### src/rtl/smbt_pkg.sv
package smbt_pkg;

  localparam logic [6:0] ALERT_RESP_ADDR = 7'b0001100;

  typedef enum logic [2:0] {
    ST_IDLE,
    ST_ADDR,
    ST_ACKW,
    ST_ACK,
    ST_REPLY,
    ST_DONE,
    ST_HOLD
  } st_e;

  // Bit idx of the alert reply byte {addr, 0}.
  function automatic logic reply_bit(input logic [6:0] addr, input logic [2:0] idx);
    logic [7:0] rb;
    rb = {addr, 1'b0};
    return rb[idx];
  endfunction

  // Received byte is an alert-response read and an alert is pending.
  function automatic logic ara_hit(input logic [7:0] rx, input logic pend);
    return (rx == {ALERT_RESP_ADDR, 1'b1}) && pend;
  endfunction

  function automatic logic own_hit(input logic [7:0] rx, input logic [6:0] addr);
    return rx[7:1] == addr;
  endfunction

endpackage

### src/rtl/smbt_line_sync.sv
module smbt_line_sync #(
  parameter int STAGES = 2
) (
  input  logic clk,
  input  logic rst_n,
  input  logic raw,
  output logic lvl,
  output logic rise,
  output logic fall
);
  logic [STAGES-1:0] ff;
  logic              prev;

  always_ff @(posedge clk or negedge rst_n) begin
    if (!rst_n) begin
      ff   <= '1;
      prev <= 1'b1;
    end else begin
      ff   <= {ff[STAGES-2:0], raw};
      prev <= ff[STAGES-1];
    end
  end

  assign lvl  = ff[STAGES-1];
  assign rise = lvl & ~prev;
  assign fall = ~lvl & prev;
endmodule

### src/rtl/smbt_low_guard.sv
module smbt_low_guard #(
  parameter int LIMIT = 2_500_000
) (
  input  logic clk,
  input  logic rst_n,
  input  logic scl_lvl,
  output logic expire
);
  localparam int CW = $clog2(LIMIT + 1);
  logic [CW-1:0] cnt;

  always_ff @(posedge clk or negedge rst_n) begin
    if (!rst_n)                 cnt <= '0;
    else if (scl_lvl)           cnt <= '0;
    else if (cnt != CW'(LIMIT)) cnt <= cnt + 1'b1;
  end

  assign expire = !scl_lvl && (cnt == CW'(LIMIT - 1));
endmodule

### src/rtl/smbus_alert_target.sv
module smbus_alert_target
  import smbt_pkg::*;
#(
  parameter int SYNC_STAGES = 2,
  parameter int LOW_LIMIT   = 2_500_000
) (
  input  logic       clk,
  input  logic       rst_n,
  input  logic       scl_in,
  input  logic       sda_in,
  input  logic [6:0] own_addr,
  input  logic       alert_req,
  output logic       sda_pull,
  output logic       alert_pull,
  output logic       bus_timeout
);
  localparam int NLINES = 2;

  logic [NLINES-1:0] raw_v, lvl_v, rise_v, fall_v;
  assign raw_v = {sda_in, scl_in};

  for (genvar g = 0; g < NLINES; g++) begin : g_line
    smbt_line_sync #(.STAGES(SYNC_STAGES)) u_sync (
      .clk (clk),
      .rst_n(rst_n),
      .raw (raw_v[g]),
      .lvl (lvl_v[g]),
      .rise(rise_v[g]),
      .fall(fall_v[g])
    );
  end

  logic scl_lvl, sda_lvl, scl_rise, scl_fall, sda_rise, sda_fall;
  assign scl_lvl  = lvl_v[0];
  assign sda_lvl  = lvl_v[1];
  assign scl_rise = rise_v[0];
  assign scl_fall = fall_v[0];
  assign sda_rise = rise_v[1];
  assign sda_fall = fall_v[1];

  logic tmo_evt;
  smbt_low_guard #(.LIMIT(LOW_LIMIT)) u_guard (
    .clk    (clk),
    .rst_n  (rst_n),
    .scl_lvl(scl_lvl),
    .expire (tmo_evt)
  );

  st_e        state;
  logic [2:0] bit_cnt;
  logic [2:0] bit_idx;
  logic [6:0] shreg;
  logic       ara_q;
  logic       req_q;
  logic       alert_pend;

  // Named events for the checker.
  logic       start_evt, stop_evt, lost_evt, won_evt, alert_clr_evt;
  logic [7:0] rx_byte;

  assign start_evt     = sda_fall & scl_lvl;
  assign stop_evt      = sda_rise & scl_lvl;
  assign rx_byte       = {shreg, sda_lvl};
  assign lost_evt      = (state == ST_REPLY) & scl_rise &
                         reply_bit(own_addr, bit_idx) & ~sda_lvl;
  assign won_evt       = (state == ST_REPLY) & scl_rise & ~lost_evt &
                         (bit_idx == 3'd0);
  assign alert_clr_evt = (state == ST_DONE) & scl_fall;

  always_ff @(posedge clk or negedge rst_n) begin
    if (!rst_n) begin
      state    <= ST_IDLE;
      sda_pull <= 1'b0;
      bit_cnt  <= '0;
      bit_idx  <= '0;
      shreg    <= '0;
      ara_q    <= 1'b0;
    end else if (tmo_evt) begin
      state    <= ST_IDLE;
      sda_pull <= 1'b0;
    end else if (start_evt) begin
      state    <= ST_ADDR;
      sda_pull <= 1'b0;
      bit_cnt  <= '0;
    end else if (stop_evt) begin
      state    <= ST_IDLE;
      sda_pull <= 1'b0;
    end else begin
      unique case (state)
        ST_ADDR: if (scl_rise) begin
          shreg   <= {shreg[5:0], sda_lvl};
          bit_cnt <= bit_cnt + 3'd1;
          if (bit_cnt == 3'd7) begin
            if (own_hit(rx_byte, own_addr) || ara_hit(rx_byte, alert_pend)) begin
              state <= ST_ACKW;
              ara_q <= ara_hit(rx_byte, alert_pend);
            end else begin
              state <= ST_IDLE;
            end
          end
        end
        ST_ACKW: if (scl_fall) begin
          state    <= ST_ACK;
          sda_pull <= 1'b1;
        end
        ST_ACK: if (scl_fall) begin
          if (ara_q) begin
            state    <= ST_REPLY;
            bit_idx  <= 3'd7;
            sda_pull <= ~reply_bit(own_addr, 3'd7);
          end else begin
            state    <= ST_HOLD;
            sda_pull <= 1'b0;
          end
        end
        ST_REPLY: begin
          if (lost_evt) begin
            state    <= ST_IDLE;
            sda_pull <= 1'b0;
          end else if (won_evt) begin
            state <= ST_DONE;
          end else if (scl_fall) begin
            bit_idx  <= bit_idx - 3'd1;
            sda_pull <= ~reply_bit(own_addr, bit_idx - 3'd1);
          end
        end
        ST_DONE: if (scl_fall) begin
          state    <= ST_HOLD;
          sda_pull <= 1'b0;
        end
        default: ;
      endcase
    end
  end

  always_ff @(posedge clk or negedge rst_n) begin
    if (!rst_n) begin
      req_q       <= 1'b0;
      alert_pend  <= 1'b0;
      bus_timeout <= 1'b0;
    end else begin
      req_q       <= alert_req;
      bus_timeout <= tmo_evt;
      if (alert_clr_evt)           alert_pend <= 1'b0;
      else if (alert_req & ~req_q) alert_pend <= 1'b1;
    end
  end

  assign alert_pull = alert_pend;

endmodule

### config.mk
export PLATFORM = sky130hd
export DESIGN_NAME = smbus_alert_target
export DESIGN_NICKNAME = d
export VERILOG_FILES = /design/src/rtl/smbt_pkg.sv /design/src/rtl/smbt_line_sync.sv /design/src/rtl/smbt_low_guard.sv /design/src/rtl/smbus_alert_target.sv
export SDC_FILE = /design/constraint.sdc
export NUM_CORES = 1
export LEC_CHECK = 0
export CORE_MARGIN = 2
export CORE_UTILIZATION = 35
export CTS_CLUSTER_SIZE = 28
export DETAILED_ROUTE_END_ITERATION = 7
export PLACE_DENSITY_LB_ADDON = 0.2
export RECOVER_POWER = 25
export SLEW_MARGIN = 20
export SYNTH_ARGS = -nofsm -noshare
export SYNTH_HDL_FRONTEND = slang
export SYNTH_SLANG_ARGS = --single-unit
export TNS_END_PERCENT = 30
### constraint.sdc
create_clock -name clk -period 2.8 [get_ports clk]
set_input_delay 0.56 -clock clk [delete_from_list [all_inputs] [get_ports clk]]
set_output_delay 0.56 -clock clk [all_outputs]
set_load 0.01 [all_outputs]
==> results of run 1 <==
[sequential cells by signal (all words and copies together) (netlist names)]
register and flops:
alert_pull 1, ara_q 1, bit_cnt 3, bit_idx 3, bus_timeout 1, g_line.u_sync.ff 4, g_line.u_sync.prev 2, req_q 1
sda_pull 1, shreg 7, state 3, u_guard.cnt 22
[routing by layer]
metal  vias up  wire length, um
met1       982             2870
met5         -                0
met2        18             2380
met3         4              136
met4         0               57
li1       1015                -
[metrics by stage]
step	util (%)	instances	setup slack (ns)	hold WS, ns
floorplan	-	276	1.04	0.264
CTS	41.1	398	0.572	0.237
global route	40.9	398	0.392	0.363
detailed placement	39.5	390	0.495	0.348
finish	40.9	398	0.591	0.352
global placement	39.5	390	0.565	0.346
[cells by family after synthesis]
kind of cell,count (synthesis)
flip-flops,49
XOR/XNOR,26
multiplexers,13
AO/OA/AOI/OAI,43
buffers and inverters,18
AND/OR/NAND/NOR,121
adder cells (fa/ha/maj),6
[final cells by class]
cell class / instances / area (um2)
Sequential cell: 49 / 1230
Clock inverter: 2 / 37.5
Tap cell: 102 / 128
Fill cell: 774 / 4540
Timing Repair Buffer: 18 / 163
Inverter: 12 / 45.0
Multi-Input combinational cell: 209 / 1450
Clock buffer: 6 / 82.6
[where the power goes]
group	internal (uW)	leakage [uW]	switching [uW]
logic	297	0.000574	275
clock network	291	0.0000574	246
registers	799	0.000634	148
[synth_stat cells, types with 2 or more instances]
| library cell | instances |
|---|---|
| xnor2_1 | 14 |
| nand4_1 | 10 |
| ha_1 | 6 |
| nand3_1 | 11 |
| xor2_1 | 12 |
| nor4bb_1 | 2 |
| o221a_2 | 2 |
| or3_1 | 6 |
| nand2b_1 | 8 |
| mux2i_1 | 2 |
| nor3_1 | 5 |
| clkbuf_1 | 4 |
| nor4b_1 | 3 |
| nor3_2 | 3 |
| inv_1 | 12 |
| nor2b_1 | 6 |
| and3_1 | 4 |
| dfrtp_1 | 43 |
| o21ai_0 | 8 |
| a31oi_1 | 4 |
| nor2_1 | 33 |
| nand2_1 | 16 |
| a21oi_1 | 11 |
| o21a_1 | 5 |
| dfstp_2 | 6 |
| or2_2 | 2 |
| nor4_1 | 2 |
| mux2_2 | 9 |
[worst max path at each step]
| stage | startpoint | to | slack (ns) | cells after the start |
|---|---|---|---|---|
| final | g_line[0].u_sync.ff[1]$_DFF_PN1_ | shreg[0]$_DFFE_PN0P_ | 0.59 | 5 |
| after CTS | g_line[0].u_sync.ff[1]$_DFF_PN1_ | shreg[0]$_DFFE_PN0P_ | 0.57 | 5 |
| after global routing | g_line[0].u_sync.ff[1]$_DFF_PN1_ | shreg[4]$_DFFE_PN0P_ | 0.39 | 5 |
| after global placement | g_line[0].u_sync.ff[1]$_DFF_PN1_ | shreg[2]$_DFFE_PN0P_ | 0.56 | 5 |
| after floorplan | g_line[0].u_sync.ff[1]$_DFF_PN1_ | shreg[0]$_DFFE_PN0P_ | 1.04 | 5 |
| after detailed placement | own_addr[1] | sda_pull$_DFFE_PN0P_ | 0.49 | 7 |
[layout by cell type (no fill, tap or decap), drive strengths merged, types with 7 or more instances in the layout]
master / n
a21oi: 12
clkbuf: 7
clkdlybuf4s50: 13
dfrtp: 43
inv: 12
mux2: 10
nand2: 16
nand2b: 8
nand3: 11
nand4: 10
nor2: 34
nor3: 8
o21ai: 10
xnor2: 14
xor2: 12
==> run summary, run 1 <==
LOGIC SYNTHESIS
------------------------------------------------------------------------------------------
Gate count of the mapped netlist                                                       276
Fraction of registers with async set/reset                                            100%
Avg Synthesized Cell Area                                                         10.0 um2
Nets in the synthesized netlist                                                        294
Multiplexer share of the synthesized area                                            5.89%
Top-area cell type share of the netlist area                                         38.9%
Post-synthesis share of cell area spent on xor and xnor gates                        8.24%
Portion of the post-synthesis area used by sequential elements                       44.6%
Cell area after synthesis                                                         2760 um2
Compound-Gate Fraction of Synth Area                                                 11.2%
Count of warnings emitted by yosys                                                       0
Dominant combinational cell family by area after synthesis                    simple AND/OR/NAND/NOR gates
Top flip-flop cell by instance count after synthesis                               dfrtp_1
Post-synthesis register bit count                                                       49
Number of enable-type register cells in the synthesized netlist                          0
Synth Area in Adders                                                                 2.72%
Biggest area contributors in the synthesized netlist                          dfrtp_1, dfstp_2, nor2_1, xnor2_1, xor2_1
Count of unique library cells instantiated by Yosys                                     55
Area leader, netlist                                                               dfrtp_1
Post-synthesis simple-gate area fraction                                             24.5%

MIN PATH
------------------------------------------------------------------------------------------
Hold path startpoint                                                          g_line[1].u_sync.ff[0]$_DFF_PN1_
Hold depth                                                                               0
Hold/Removal Path Class                                                       flip-flop to flip-flop
Endpoint of the worst hold-timing path                                        g_line[1].u_sync.ff[1]$_DFF_PN1_

CRITICAL PATH
------------------------------------------------------------------------------------------
Critical Path Sink Type                                                          flip-flop
Maximum fanout along the worst path                                                     17
Source of the worst register-to-register timing path                          g_line[0].u_sync.ff[1]$_DFF_PN1_
Number of buffers and inverters on the critical path                                     1
Critical R2R Capture                                                          shreg[0]$_DFFE_PN0P_
CP peak stage delay                                                                0.74 ns
Arrival time at the worst endpoint                                                 2.40 ns
Classification of the worst setup path                                        flip-flop to flip-flop
Critical Path Start Type                                                         flip-flop
Crit-path leading delay family                                                simple AND/OR/NAND/NOR gates
Register-to-register setup slack                                                   0.59 ns
Data required, critical path                                                       2.99 ns
Number of cells traversed by the worst register-to-register path                         5
Cells along the critical path                                                 nand2b_1 -> nor3_2 -> nor2b_1 -> buf_4 -> mux2_2
Critical-path top delay cell                                                       dfstp_2

PLACED DESIGN
------------------------------------------------------------------------------------------
Hpwl dp                                                                            3890 um
Post-Place Cell Area                                                              3040 um2
Number of input and output port buffers inserted                                        14
Gpl congestion                                                                       0.815

CLOCK NETWORK
------------------------------------------------------------------------------------------
Clock insertion delay at the later pin of the skew report                          0.30 ns
CTS H-tree depth                                                                         2
Clock Root Buffer                                                                 clkbuf_8
Number of gates resized after CTS                                                        0
Clock tree from TritonCTS                                                              yes
Number of buffers inserted by hold repair at cts                                         0
Number of buffers created by CTS                                                         5
Number of buffers added for setup after CTS                                              0
Largest buffer count on any clock path                                                   2
Clock edge transition at the registers on the reported setup and hold paths        0.10 ns
Number of clock sinks                                                                   49

DETAILED ROUTING
------------------------------------------------------------------------------------------
Aggregate routed wire length                                                       5440 um
# DRC                                                                                    0
Post-detailed-route count of antenna-violating nets                                      0
Total via count in the routed design                                                  2019
DRT iter0 DRCs                                                                         146
Vias per Instance                                                                     5.07
Mean routed wirelength per cell                                                    13.7 um
TritonRoute pass-1 iters                                                                 4

STA
------------------------------------------------------------------------------------------
Pins over their slew limit                                                               0
Transition time at the pin with the least slew margin                              1.20 ns
RSZ-0062 raised after global routing                                                    no
Count of final setup violators                                                           0
Max-Slew Margin vs Limit                                                             20.0%
Max Freq                                                                           453 MHz
Crit share post-route                                                                78.9%
Hold violation total from the final report                                               0
Min Clock Period, post-route                                                       2.21 ns
Largest clock skew in the final design                                          0.00799 ns
Setup total negative slack                                                            0 ns

FLOORPLAN
------------------------------------------------------------------------------------------
FP Rows                                                                                 32
Core footprint                                                                    7690 um2
I/O pin total                                                                           15
Overall die width                                                                  92.9 um
Chip height                                                                        92.9 um
Total Die Area                                                                    8620 um2
Starting Density                                                                     36.0%

GLOBAL ROUTING
------------------------------------------------------------------------------------------
Global-route congestion overflow total                                                   0
Number of antenna violations at the first check in global routing                        0
Global router's overall resource usage                                               13.6%
Busiest layer in global routing                                                       met2
Met1 usage                                                                           20.2%
Maximum number of pins on one net before global-route repair                            50
Met2 Resource Use GR                                                                 20.5%
Met3 usage in global routing                                                         2.28%
Vias in the first global route                                                        1981
Global-route wire length before repair                                             9620 um

POWER
------------------------------------------------------------------------------------------
IR drop worst, VDD                                                                0.303 mV
Power per cell area                                                             654 nW/um2
Overall power                                                                      2060 uW
Cell leakage power                                                              0.00127 uW

OUTCOME
------------------------------------------------------------------------------------------
Run status                                                                    complete, no violations

CELLS AND AREA
------------------------------------------------------------------------------------------
Diode count                                                                              0
Final standard cell area without fillers                                          3140 um2
Share of layout cells above drive strength 1                                         15.2%
NumNets Final                                                                          313
Area Overhead vs Synth                                                               13.7%

JOB
------------------------------------------------------------------------------------------
Maxcap violations                                                                        0

Power figures use the tool's default switching activity.
==> run 2, diff against run 1 <==
- clock period: 2.8 -> 2.05 ns (I/O delays scaled with it)
==> run summary, run 2 (synthesis results as in run 1) <==
PLACED DESIGN
------------------------------------------------------------------------------------------
Number of input and output port buffers inserted                                        14
Pre-CTS setup slack                                                             -0.0275 ns
Gpl congestion                                                                       0.862
Post-Place Cell Area                                                              3170 um2
Hpwl dp                                                                            4360 um

DETAILED ROUTING
------------------------------------------------------------------------------------------
Aggregate routed wire length                                                       5840 um
Post-detailed-route count of antenna-violating nets                                      0
TritonRoute pass-1 iters                                                                 4
Total via count in the routed design                                                  2136
# DRC                                                                                    0
DRT iter0 DRCs                                                                         165
Vias per Instance                                                                     5.15
Mean routed wirelength per cell                                                    14.1 um

FLOORPLAN
------------------------------------------------------------------------------------------
Total Die Area                                                                    8620 um2
Core footprint                                                                    7690 um2
Chip height                                                                        92.9 um
Starting Density                                                                     36.0%
Overall die width                                                                  92.9 um
FP Rows                                                                                 32
I/O pin total                                                                           15

STA
------------------------------------------------------------------------------------------
Hold violation total from the final report                                               0
Count of final setup violators                                                           0
Max-Slew Margin vs Limit                                                             29.3%
Setup total negative slack                                                            0 ns
Worst setup margin                                                                0.137 ns
RSZ-0062 raised after global routing                                                    no
Largest clock skew in the final design                                           0.0119 ns
Min Clock Period, post-route                                                       1.91 ns
Crit share post-route                                                                93.3%
Transition time at the pin with the least slew margin                              1.06 ns
Worst Hold Slack                                                                  0.255 ns
Pins over their slew limit                                                               0
Max Freq                                                                           523 MHz

GLOBAL ROUTING
------------------------------------------------------------------------------------------
Maximum number of pins on one net before global-route repair                            32
Vias in the first global route                                                        2001
Number of antenna violations at the first check in global routing                        0
Global router's overall resource usage                                               14.4%
Global-route wire length before repair                                             9920 um
Global-route congestion overflow total                                                   0

CLOCK NETWORK
------------------------------------------------------------------------------------------
Largest buffer count on any clock path                                                   2
Clock tree from TritonCTS                                                              yes
Clock edge transition at the registers on the reported setup and hold paths        0.11 ns
Number of buffers created by CTS                                                         5
Clock Root Buffer                                                                 clkbuf_8
Number of clock sinks                                                                   49
CTS H-tree depth                                                                         2
Clock insertion delay at the later pin of the skew report                          0.32 ns
Number of buffers inserted by hold repair at cts                                         0

CELLS AND AREA
------------------------------------------------------------------------------------------
Leading cell types in the layout, fill and taps excluded                      dfrtp_1, nor2_1, buf_4
NumNets Final                                                                          330
Filler cell count in the final layout                                                  776
Commonest non-fill, non-tap cell in the layout                                     dfrtp_1
Share of layout cells above drive strength 1                                         19.8%
Max reg flops                                                                           22
Final cell utilization of the core                                                   42.3%
Largest reg by FF count                                                        u_guard.cnt
Final standard cell area without fillers                                          3250 um2
Area Overhead vs Synth                                                               17.6%
Diode count                                                                              0
Registers with the most flip-flops                                            u_guard.cnt x22, shreg x7, g_line.u_sync.ff x4

POWER
------------------------------------------------------------------------------------------
IR drop worst, VDD                                                                0.328 mV
Power per cell area                                                             858 nW/um2
Cell leakage power                                                              0.00134 uW

CRITICAL PATH
------------------------------------------------------------------------------------------
Critical Path Sink Type                                                          flip-flop
Maximum fanout along the worst path                                                      4
Classification of the worst setup path                                        flip-flop to flip-flop
Arrival time at the worst endpoint                                                 2.12 ns
Data required, critical path                                                       2.26 ns
Critical Path Start Type                                                         flip-flop

OUTCOME
------------------------------------------------------------------------------------------
Run status                                                                    complete, no violations

JOB
------------------------------------------------------------------------------------------
Maxcap violations                                                                        0

MIN PATH
------------------------------------------------------------------------------------------
Hold/Removal Path Class                                                       input port to async pin

run 2: cell types whose count changed in the layout (fill, tap and decap cells not counted), sizes merged:
cell,before,now
bufinv,1,0
dlygate4sd3,0,3
inv,12,15
buf,4,20
clkdlybuf4s50,13,10
clkinvlp,1,0
run 2: layout make-up:
| cell class | instances | area [um2] | share of cell area, % |
|---|---|---|---|
| timing repair buffer | 35 | 289 | 8.89 |
| clock inverter | 3 | 26.3 | 0.808 |
| multi-input combinational | 209 | 1460 | 44.9 |
| clock buffer | 5 | 68.8 | 2.12 |
| tap | 102 | 128 | 3.93 |
| inverter | 12 | 45.0 | 1.39 |
| sequential | 49 | 1230 | 38.0 |
run 2: routing by layer:
layer | vias up | global-route usage, % | part of all wire (%)
met5 | - | 0 | 0
met4 | 0 | 5.27 | 1.7
met3 | 11 | 3.09 | 3.1
met1 | 1039 | 21.7 | 53
met2 | 33 | 20.2 | 42
li1 | 1053 | - | -
run 2: timing repair:
action                                  4_1_cts  5_1_grt
resized for setup                             0        1
endpoints found under the setup margin        0        1
setup buffers                                 0        0
endpoints found under the hold margin         0        0
run 2: path summary, 6_finish.rpt:
check	depth (start not counted)	from	endpoint	slack [ns]
min in group clk	0	g_line[0].u_sync.ff[0]$_DFF_PN1_	g_line[0].u_sync.ff[1]$_DFF_PN1_	0.36
max in group asynchronous	2	rst_n	ara_q$_DFFE_PN0P_	0.48
worst min register to register	0	g_line[0].u_sync.ff[0]$_DFF_PN1_	g_line[0].u_sync.ff[1]$_DFF_PN1_	0.36
worst max register to register	8	bit_cnt[0]$_DFFE_PN0P_	state[0]$_DFFE_PN0P_	0.14
worst max-delay path	8	bit_cnt[0]$_DFFE_PN0P_	state[0]$_DFFE_PN0P_	0.14
worst min-delay path	1	rst_n	bit_cnt[2]$_DFFE_PN0P_	0.26
run 2: report_power, final:
part / internal [uW] / switching [uW]
logic: 456 / 440
registers: 1090 / 175
clock network: 254 / 372
run 2: worst max-delay path, cell delays in order, from the launching register on:
cell and delay, ns:
dfrtp_1 0.39, ha_1 0.17, ha_1 0.25, inv_1 0.07, nor4_2 0.28, nor3_1 0.13
o21a_1 0.18, o221ai_1 0.22, a21oi_1 0.10
run 2: through the flow:
stage               std cells  power (uW)
detailed placement        407        2170
finish                    415        2790
CTS                       415        2810
floorplan                 276        1890
global placement          407        2160
global route              415        2990
